`config.mk`:
```
export PLATFORM = sky130hd
export DESIGN_NAME = fn_event_regs
export DESIGN_NICKNAME = d
export VERILOG_FILES = /design/src/rtl/fev_pkg.sv /design/src/rtl/fev_decode.sv /design/src/rtl/fev_event_bits.sv /design/src/rtl/fev_mask_bits.sv /design/src/rtl/fn_event_regs.sv
export SDC_FILE = /design/constraint.sdc
export NUM_CORES = 1
export LEC_CHECK = 0
export ABC_AREA = 1
export BUFFER_PORTS_ARGS = -buffer_cell sky130_fd_sc_hd__buf_2
export CORE_MARGIN = 2
export CORE_UTILIZATION = 33
export DETAILED_ROUTE_END_ITERATION = 16
export GPL_TIMING_DRIVEN = 0
export MAX_ROUTING_LAYER = met4
export PLACE_DENSITY = 0.85
export SYNTH_ARGS = -nofsm -noshare
export SYNTH_HDL_FRONTEND = slang
export SYNTH_HIERARCHICAL = 1
export SYNTH_SLANG_ARGS = --single-unit
```
`constraint.sdc`:
```
create_clock -name clk -period 1.7 [get_ports clk]
set_clock_uncertainty 0.05 [all_clocks]
set_input_delay 0.425 -clock clk [delete_from_list [all_inputs] [get_ports clk]]
set_output_delay 0.425 -clock clk [all_outputs]
set_load 0.02 [all_outputs]
```
`src/rtl/fev_pkg.sv`:
```
package fev_pkg;

  // bit positions decoded by host software
  localparam int WAKE_BIT = 4;
  localparam int SUMM_BIT = 14;
  localparam int IRQ_BIT  = 15;

  typedef struct packed {
    logic wake;
    logic irq;
  } evt_t;

  typedef struct packed {
    logic wake_en;
    logic summ_en;
    logic irq_en;
  } mask_t;

  typedef enum logic [1:0] {
    SEL_NONE,
    SEL_EVT,
    SEL_MASK,
    SEL_PRES
  } sel_e;

endpackage

```
`src/rtl/fev_decode.sv`:
```
module fev_decode
  import fev_pkg::*;
#(
  parameter int          ADDR_W   = 8,
  parameter logic [ADDR_W-1:0] BASE_OFF = 8'h80
) (
  input  logic              mem_space_i,
  input  logic              rd_i,
  input  logic              wr_i,
  input  logic [ADDR_W-1:0] addr_i,
  output sel_e              sel_o,
  output logic              acc_o,
  output logic              wr_evt_o,
  output logic              wr_mask_o
);

  localparam logic [ADDR_W-1:0] EVT_OFF  = BASE_OFF;
  localparam logic [ADDR_W-1:0] MASK_OFF = ADDR_W'(BASE_OFF + 4);
  localparam logic [ADDR_W-1:0] PRES_OFF = ADDR_W'(BASE_OFF + 8);

  always_comb begin
    sel_o = SEL_NONE;
    if (mem_space_i) begin
      if (addr_i == EVT_OFF)       sel_o = SEL_EVT;
      else if (addr_i == MASK_OFF) sel_o = SEL_MASK;
      else if (addr_i == PRES_OFF) sel_o = SEL_PRES;
    end
  end

  assign acc_o     = mem_space_i & (rd_i | wr_i);
  assign wr_evt_o  = wr_i & (sel_o == SEL_EVT);
  assign wr_mask_o = wr_i & (sel_o == SEL_MASK);

endmodule

```
`src/rtl/fev_event_bits.sv`:
```
module fev_event_bits
  import fev_pkg::*;
(
  input  logic clk,
  input  logic por_i,
  input  logic rst_i,
  input  logic wake_evt_i,
  input  logic irq_pend_i,
  input  logic pme_status_i,
  input  logic clr_wake_i,
  input  logic clr_irq_i,
  output evt_t evt_o
);

  logic pme_q;
  logic pme_fall;

  assign pme_fall = pme_q & ~pme_status_i;

  // power-up domain: wake status and PME edge tracker
  always_ff @(posedge clk) begin
    if (por_i) begin
      pme_q      <= 1'b0;
      evt_o.wake <= 1'b0;
    end else begin
      pme_q <= pme_status_i;
      if (wake_evt_i)
        evt_o.wake <= 1'b1;
      else if (pme_fall || clr_wake_i)
        evt_o.wake <= 1'b0;
    end
  end

  // hardware/software domain: interrupt status
  always_ff @(posedge clk) begin
    if (por_i || rst_i)
      evt_o.irq <= 1'b0;
    else if (irq_pend_i)
      evt_o.irq <= 1'b1;
    else if (clr_irq_i)
      evt_o.irq <= 1'b0;
  end

endmodule

```
`src/rtl/fev_mask_bits.sv`:
```
module fev_mask_bits
  import fev_pkg::*;
(
  input  logic  clk,
  input  logic  por_i,
  input  logic  rst_i,
  input  logic  wr_mask_i,
  input  logic  wake_en_d,
  input  logic  wake_en_we,
  input  logic  summ_en_d,
  input  logic  summ_en_we,
  input  logic  irq_en_d,
  input  logic  irq_en_we,
  output mask_t mask_o
);

  always_ff @(posedge clk) begin
    if (por_i) begin
      mask_o.wake_en <= 1'b0;
      mask_o.summ_en <= 1'b0;
    end else if (wr_mask_i) begin
      if (wake_en_we) mask_o.wake_en <= wake_en_d;
      if (summ_en_we) mask_o.summ_en <= summ_en_d;
    end
  end

  always_ff @(posedge clk) begin
    if (por_i || rst_i)
      mask_o.irq_en <= 1'b0;
    else if (wr_mask_i && irq_en_we)
      mask_o.irq_en <= irq_en_d;
  end

endmodule

```
`src/rtl/fn_event_regs.sv`:
```
module fn_event_regs
  import fev_pkg::*;
#(
  parameter int                ADDR_W   = 8,
  parameter int                DATA_W   = 32,
  parameter logic [ADDR_W-1:0] BASE_OFF = 8'h80
) (
  input  logic                clk,
  input  logic                por_i,
  input  logic                rst_i,
  input  logic                mem_space_i,
  input  logic                rd_i,
  input  logic                wr_i,
  input  logic [ADDR_W-1:0]   addr_i,
  input  logic [DATA_W-1:0]   wdata_i,
  input  logic [DATA_W/8-1:0] be_i,
  output logic [DATA_W-1:0]   rdata_o,
  output logic                ready_o,
  input  logic                wake_evt_i,
  input  logic                irq_pend_i,
  input  logic                pme_status_i,
  input  logic                pme_enable_i,
  output logic                status_change_o,
  output logic                irq_o
);

  localparam int BE_W      = DATA_W / 8;
  localparam int WAKE_LANE = WAKE_BIT / 8;
  localparam int SUMM_LANE = SUMM_BIT / 8;
  localparam int IRQ_LANE  = IRQ_BIT / 8;

  sel_e  sel;
  logic  acc;
  logic  wr_evt;
  logic  wr_mask;
  evt_t  evt_q;
  mask_t mask_q;
  logic [DATA_W-1:0] rd_word;
  logic  unused_inputs;

  assign unused_inputs = &{1'b0, wdata_i, be_i};

  fev_decode #(
    .ADDR_W  (ADDR_W),
    .BASE_OFF(BASE_OFF)
  ) u_dec (
    .mem_space_i(mem_space_i),
    .rd_i       (rd_i),
    .wr_i       (wr_i),
    .addr_i     (addr_i),
    .sel_o      (sel),
    .acc_o      (acc),
    .wr_evt_o   (wr_evt),
    .wr_mask_o  (wr_mask)
  );

  fev_event_bits u_evt (
    .clk         (clk),
    .por_i       (por_i),
    .rst_i       (rst_i),
    .wake_evt_i  (wake_evt_i),
    .irq_pend_i  (irq_pend_i),
    .pme_status_i(pme_status_i),
    .clr_wake_i  (wr_evt & be_i[WAKE_LANE] & wdata_i[WAKE_BIT]),
    .clr_irq_i   (wr_evt & be_i[IRQ_LANE] & wdata_i[IRQ_BIT]),
    .evt_o       (evt_q)
  );

  fev_mask_bits u_mask (
    .clk       (clk),
    .por_i     (por_i),
    .rst_i     (rst_i),
    .wr_mask_i (wr_mask),
    .wake_en_d (wdata_i[WAKE_BIT]),
    .wake_en_we(be_i[WAKE_LANE]),
    .summ_en_d (wdata_i[SUMM_BIT]),
    .summ_en_we(be_i[SUMM_LANE]),
    .irq_en_d  (wdata_i[IRQ_BIT]),
    .irq_en_we (be_i[IRQ_LANE]),
    .mask_o    (mask_q)
  );

  // read mux; reserved bits stay 0
  always_comb begin
    rd_word = '0;
    unique case (sel)
      SEL_EVT: begin
        rd_word[WAKE_BIT] = evt_q.wake;
        rd_word[IRQ_BIT]  = evt_q.irq;
      end
      SEL_MASK: begin
        rd_word[WAKE_BIT] = mask_q.wake_en;
        rd_word[SUMM_BIT] = mask_q.summ_en;
        rd_word[IRQ_BIT]  = mask_q.irq_en;
      end
      SEL_PRES: begin
        rd_word[WAKE_BIT] = wake_evt_i;
        rd_word[IRQ_BIT]  = irq_pend_i;
      end
      default: rd_word = '0;
    endcase
  end

  // registered bus response
  always_ff @(posedge clk) begin
    if (por_i) begin
      ready_o <= 1'b0;
      rdata_o <= '0;
    end else begin
      ready_o <= acc;
      rdata_o <= (acc && rd_i) ? rd_word : '0;
    end
  end

  // registered event outputs
  always_ff @(posedge clk) begin
    if (por_i)
      status_change_o <= 1'b0;
    else
      status_change_o <= evt_q.wake & mask_q.wake_en & mask_q.summ_en & pme_enable_i;
  end

  always_ff @(posedge clk) begin
    if (por_i || rst_i)
      irq_o <= 1'b0;
    else
      irq_o <= evt_q.irq & mask_q.irq_en;
  end

  initial begin
    if (DATA_W < 16 || DATA_W % 8 != 0) $error("DATA_W must be a multiple of 8, at least 16");
    if (BE_W < 2) $error("need at least two byte lanes");
  end

endmodule

```
Word-level counts from Yosys, hierarchy flattened
Cells that the tools add are included.
{"block": "word_totals", "memories": 0, "word_cells": 54, "input_bits": 54, "mem_bits_rw": 0, "mem_bits_ro": 0, "regBits": 41, "latchBits": 0}
{"block": "classes", "div_mod_pow": 0, "magnitude_cmp": 0, "bitwise_logic": 16, "n_reduce_logical": 10, "multipliers": 0, "shift": 0, "eq_ne": 6, "addsub": 0, "muxes": 10}
{"cell": "== test 8 bit (second input constant)", "count": 3}
{"cell": "bitwise AND 1 bit", "count": 12}
{"cell": "2-to-1 mux 2 bit", "count": 4}
{"cell": "one-hot mux 1 bit (3 select lines)", "count": 2}
{"cell": "== test 2 bit (second input constant)", "count": 2}
{"cell": "2-to-1 mux 1 bit", "count": 4}
{"cell": "AND reduction 2 bit", "count": 2}
{"cell": "nonzero test 2 bit", "count": 2}
{"cell": "inverter 1 bit", "count": 3}
{"cell": "OR reduction 3 bit", "count": 1}
{"cell": "== test 2 x 1 -> 1 bit (second input constant)", "count": 1}
{"cell": "logical AND 1 bit", "count": 2}
{"cell": "logical OR 1 bit", "count": 2}
{"cell": "OR reduction 2 bit", "count": 1}
{"cell": "OR 1 bit", "count": 1}

Logic depth before layout (Yosys ltp)
{"block": "depth", "depth_word": 12, "ltp_mapped": 10}

Hierarchy
The synthesis kept the hierarchy.
{"mod": "fn_event_regs", "seq_area_each_um2": 120.1, "cells_each": 62, "n_inst": 1, "area_per_inst_um2": 460.4}
{"mod": "fev_mask_bits", "seq_area_each_um2": 60.1, "cells_each": 23, "n_inst": 1, "area_per_inst_um2": 135.1}
{"mod": "fev_event_bits", "seq_area_each_um2": 60.1, "cells_each": 15, "n_inst": 1, "area_per_inst_um2": 110.1}
{"mod": "fev_decode", "seq_area_each_um2": 0.0, "cells_each": 17, "n_inst": 1, "area_per_inst_um2": 75.1}

Worst setup path before layout
Ideal clock, no wire load.
{"block": "synth_timing", "kind": "input to register", "from": "input port addr_i[1]", "to": "register rdata_o[4]", "required_ns": 1.541, "arrival_time_ns": 1.224, "cell_stages": 10, "slack_ns": 0.317, "path_cell_list": "nor2_1 -> nand2_1 -> nor2_2 -> inv_1 -> nor2_1 -> inv_1 -> nand3_1 -> nand3_1 -> nand2_1 -> inv_1"}
{"block": "synth_via", "elab_chain_len": 7, "elab_cells_between_ends": 11}
{"element": "start: declaration", "line_no": "fn_event_regs.sv:14", "rtl": "input logic [ADDR_W-1:0] addr_i,"}
{"element": "== test 8 bit", "line_no": "fev_decode.sv:26", "rtl": "else if (addr_i == PRES_OFF) sel_o = SEL_PRES;"}
{"element": "2-to-1 mux 2 bit", "line_no": "fev_decode.sv:26"}
{"element": "2-to-1 mux 2 bit", "line_no": "fev_decode.sv:25", "rtl": "else if (addr_i == MASK_OFF) sel_o = SEL_MASK;"}
{"element": "2-to-1 mux 2 bit (*)", "line_no": "fev_decode.sv:24", "rtl": "if (addr_i == EVT_OFF) sel_o = SEL_EVT;"}
{"element": "2-to-1 mux 2 bit (*)", "line_no": "fev_decode.sv:23", "rtl": "if (mem_space_i) begin"}
{"element": "net sel[1]", "line_no": "fn_event_regs.sv:32", "rtl": "sel_e sel;"}
{"element": "== test 2 bit / == test 2 x 1 -> 1 bit (equally long branches)", "line_no": "fn_event_regs.sv:86", "rtl": "unique case (sel)"}
{"element": "one-hot mux 1 bit (3 select lines) (*)", "line_no": "fn_event_regs.sv:86"}
{"element": "end signal: assignment", "line_no": "fn_event_regs.sv:111", "rtl": "rdata_o <= (acc && rd_i) ? rd_word : '0;"}
{"element": "end: declaration", "line_no": "fn_event_regs.sv:17", "rtl": "output logic [DATA_W-1:0] rdata_o,"}
Mark *: on every way through the listed nets, which the timed path passes. The rest lies on a longest branch.
A chain may end at the register's enable or synchronous reset.

Final worst setup path
{"block": "layout_timing", "from": "input port addr_i[1]", "to": "register rdata_o[15]"}
Same word-level chain as after synthesis.

==> run_results.csv <==
group,metric,value,unit
critical_path,cp.arrival,1.47,ns
critical_path,crit_chain,"buf_2, nor2_1, nand2_1, nor2_2, inv_1, nor2_1, inv_1, nand3_1, nand3_1, nand2_1, inv_1",
clock_network,clk_pin_slew,0.08,ns
placed_design,place_area,0.00106,mm²
worst_hold_path,hold_path_depth,2,
clock_network,holdBufCountCts,0,
timing,finalHoldViolCount,0,
clock_network,clk_latency,0.26,ns
critical_path,r2r_end,"u_evt/evt_o[1]$_SDFFE_PP0P_",
route,routed_wl,1.53,mm
global_routing,grt_max_degree,11,
route,ant_nets,0,
placed_design,place_congestion,0.778,
global_routing,track_usage,0.120,
layout,synthToLayoutAreaGrowth,40.5,%
worst_hold_path,hold_class,"input pin to register",
route,drc,0,
critical_path,cp_slowest_cell,"nor2_1",
clock_network,tritoncts,"built",
layout,drive_gt1_frac,0.350,
timing,maxSlewViolCount,0,
critical_path,required,1.82,ns
synth,yosysUniqueCellTypes,15,
global_routing,grt_pass1_vias,644,
synth,synth_area,781,µm²
timing,fin_ws,0.350,ns
critical_path,crit_top_cell,"inv_1",
placed_design,dp_hpwl,1.32,mm
route,drtPass1Iterations,4,
worst_hold_path,holdPathEnd,"irq_o$_SDFF_PP0_",
clock_network,cts_sinks,12,
route,vias,756,
worst_hold_path,min-delay-start,"rst_i",
clock_network,cts_max_path_buffers,2,
run_status,outcome,"complete, no violations",
synth,synth.yosys.seq_area_share,0.308,
floorplanning,die-area,0.00277,mm²
floorplanning,die_y,52.6,µm
global_routing,grt_pass1_wl,2.39,mm
synth,syn_avg_cell_area,6.67,µm²
layout,multi_input_area,372,µm²
placed_design,placed_cells,201,
timing,rsz0062_at_grt,"no",
clock_network,cts_resized,0,
critical_path,critPathMaxFanout,5,
critical_path,critPathBufInv,4,
layout,diodes,0,
timing,finalSetupTns,0,ns
route,drtIter0Drc,4,
clock_network,numCtsBuffers,3,
placed_design,place_ws,0.0606,ns
global_routing,antenna_found_initial,0,
placed_design,port_buffers,28,
timing,hold_ws,0.301,ns
layout,nNetsFinal,232,
critical_path,critPathTopFamily,"simple AND/OR/NAND/NOR gates",
power_and_ir_drop,cellPowerDensity,617,mW/mm²
floorplanning,coreArea,0.00223,mm²
clock_network,clock-root-buffer,"clkbuf_4",
critical_path,worst-setup-path-type,"input pin to register",
clock_network,htree_levels,1,
critical_path,r2r_cells,4,
layout,finalNonFillerCells,205,
power_and_ir_drop,p_total,0.677,mW
power_and_ir_drop,irDropWorstVdd,0.343,mV
critical_path,start_kind,"input pin",
floorplanning,row_count,17,
layout,fill_cells,238,
route,vias_per_cell,3.69,
layout,final_cell_mix,"29 x buf_4, 29 x conb_1, 28 x buf_2",
timing,period_needed,1.35,ns
floorplanning,die_w,52.6,µm
synth,yosys_warnings,6,
synth,synthCells,117,
timing,max_freq,0.741,GHz
critical_path,cp_slowest_stage_delay,0.26,ns
global_routing,overflow,0,
floorplanning,io_pins,89,
layout,postLayoutCellArea,0.00110,mm²
layout,final_util,0.491,
critical_path,worst-r2r-setup-slack,0.94,ns
route,routedWlPerCell,7.45,µm
synth,ys_ff_latch,12,
floorplanning,initial_utilization,0.350,
critical_path,regToRegStartpoint,"u_evt/evt_o[1]$_SDFFE_PP0P_",
timing,period_share,0.794,
power_and_ir_drop,leakage,0.666,nW
critical_path,end_kind,"register",
flow_run,max-cap-violations,0,
timing,setup_viol,0,
clock_network,cts_setup_buffers,0,
layout,regArea,240,µm²
report_power, final:
group / switching, mW / leakage, nW / internal, mW
combinational: 0.0926 / 0.548 / 0.0717
sequential: 0.00259 / 0.0976 / 0.286
clock: 0.0938 / 0.0210 / 0.130
Yosys cell counts, drive strengths merged:
library cell | n | share of area
and3 | 2 | 0.016
nand2 | 19 | 0.091
inv | 15 | 0.072
dfxtp | 12 | 0.31
a21oi | 2 | 0.013
o21a | 1 | 0.0096
nand3 | 11 | 0.071
conb | 1 | 0.0048
nor3 | 2 | 0.013
nand4 | 1 | 0.0080
nor2 | 20 | 0.099
buf | 29 | 0.28
or2 | 2 | 0.016
per-layer routing:
metal / track usage / part of all wire
met1: 0.103 / 0.34
met2: 0.242 / 0.57
met3: 0.0371 / 0.084
met4: 0.0385 / 0.0026
met5: - / 0
registers in the layout (all words and copies together) (netlist names):
name / cells
u_mask/mask_o: 3
u_evt/pme_q: 1
irq_o: 1
status_change_o: 1
ready_o: 1
rdata_o: 3
u_evt/evt_o: 2
worst register-to-register path, stage by stage, from the launching register on:
cell and delay [ns]:
dfxtp_1 0.36, inv_1 0.05, nor2_1 0.07, nand2_1 0.05, a21oi_1 0.11
cell families after synthesis:
| logic type | after synthesis | share of synthesized area |
|---|---|---|
| buf+inv | 44 | 0.351 |
| other cells | 1 | 0.00480 |
| flops | 12 | 0.308 |
| compound gates | 3 | 0.0224 |
| simple gates | 57 | 0.314 |
worst max path at each step:
stage	slack [ns]	cells past startpoint	from	endpoint
after floorplan	0.32	10	addr_i[1]	rdata_o[4]$_SDFF_PP0_
after global placement	0.11	11	addr_i[1]	rdata_o[4]$_SDFF_PP0_
after detailed placement	0.06	11	addr_i[1]	rdata_o[4]$_SDFF_PP0_
after CTS	0.35	11	addr_i[1]	rdata_o[4]$_SDFF_PP0_
after global routing	0.12	11	addr_i[1]	rdata_o[4]$_SDFF_PP0_
final	0.35	11	addr_i[1]	rdata_o[15]$_SDFF_PP0_
layout make-up:
class | count | area share
Buffer | 29 | 0.198
Clock buffer | 4 | 0.0331
Inverter | 15 | 0.0513
Multi-Input combinational cell | 89 | 0.339
Sequential cell | 12 | 0.219
Tap cell | 28 | 0.0319
Timing Repair Buffer | 28 | 0.128
No activity file was read; power rests on OpenSTA's default activity.
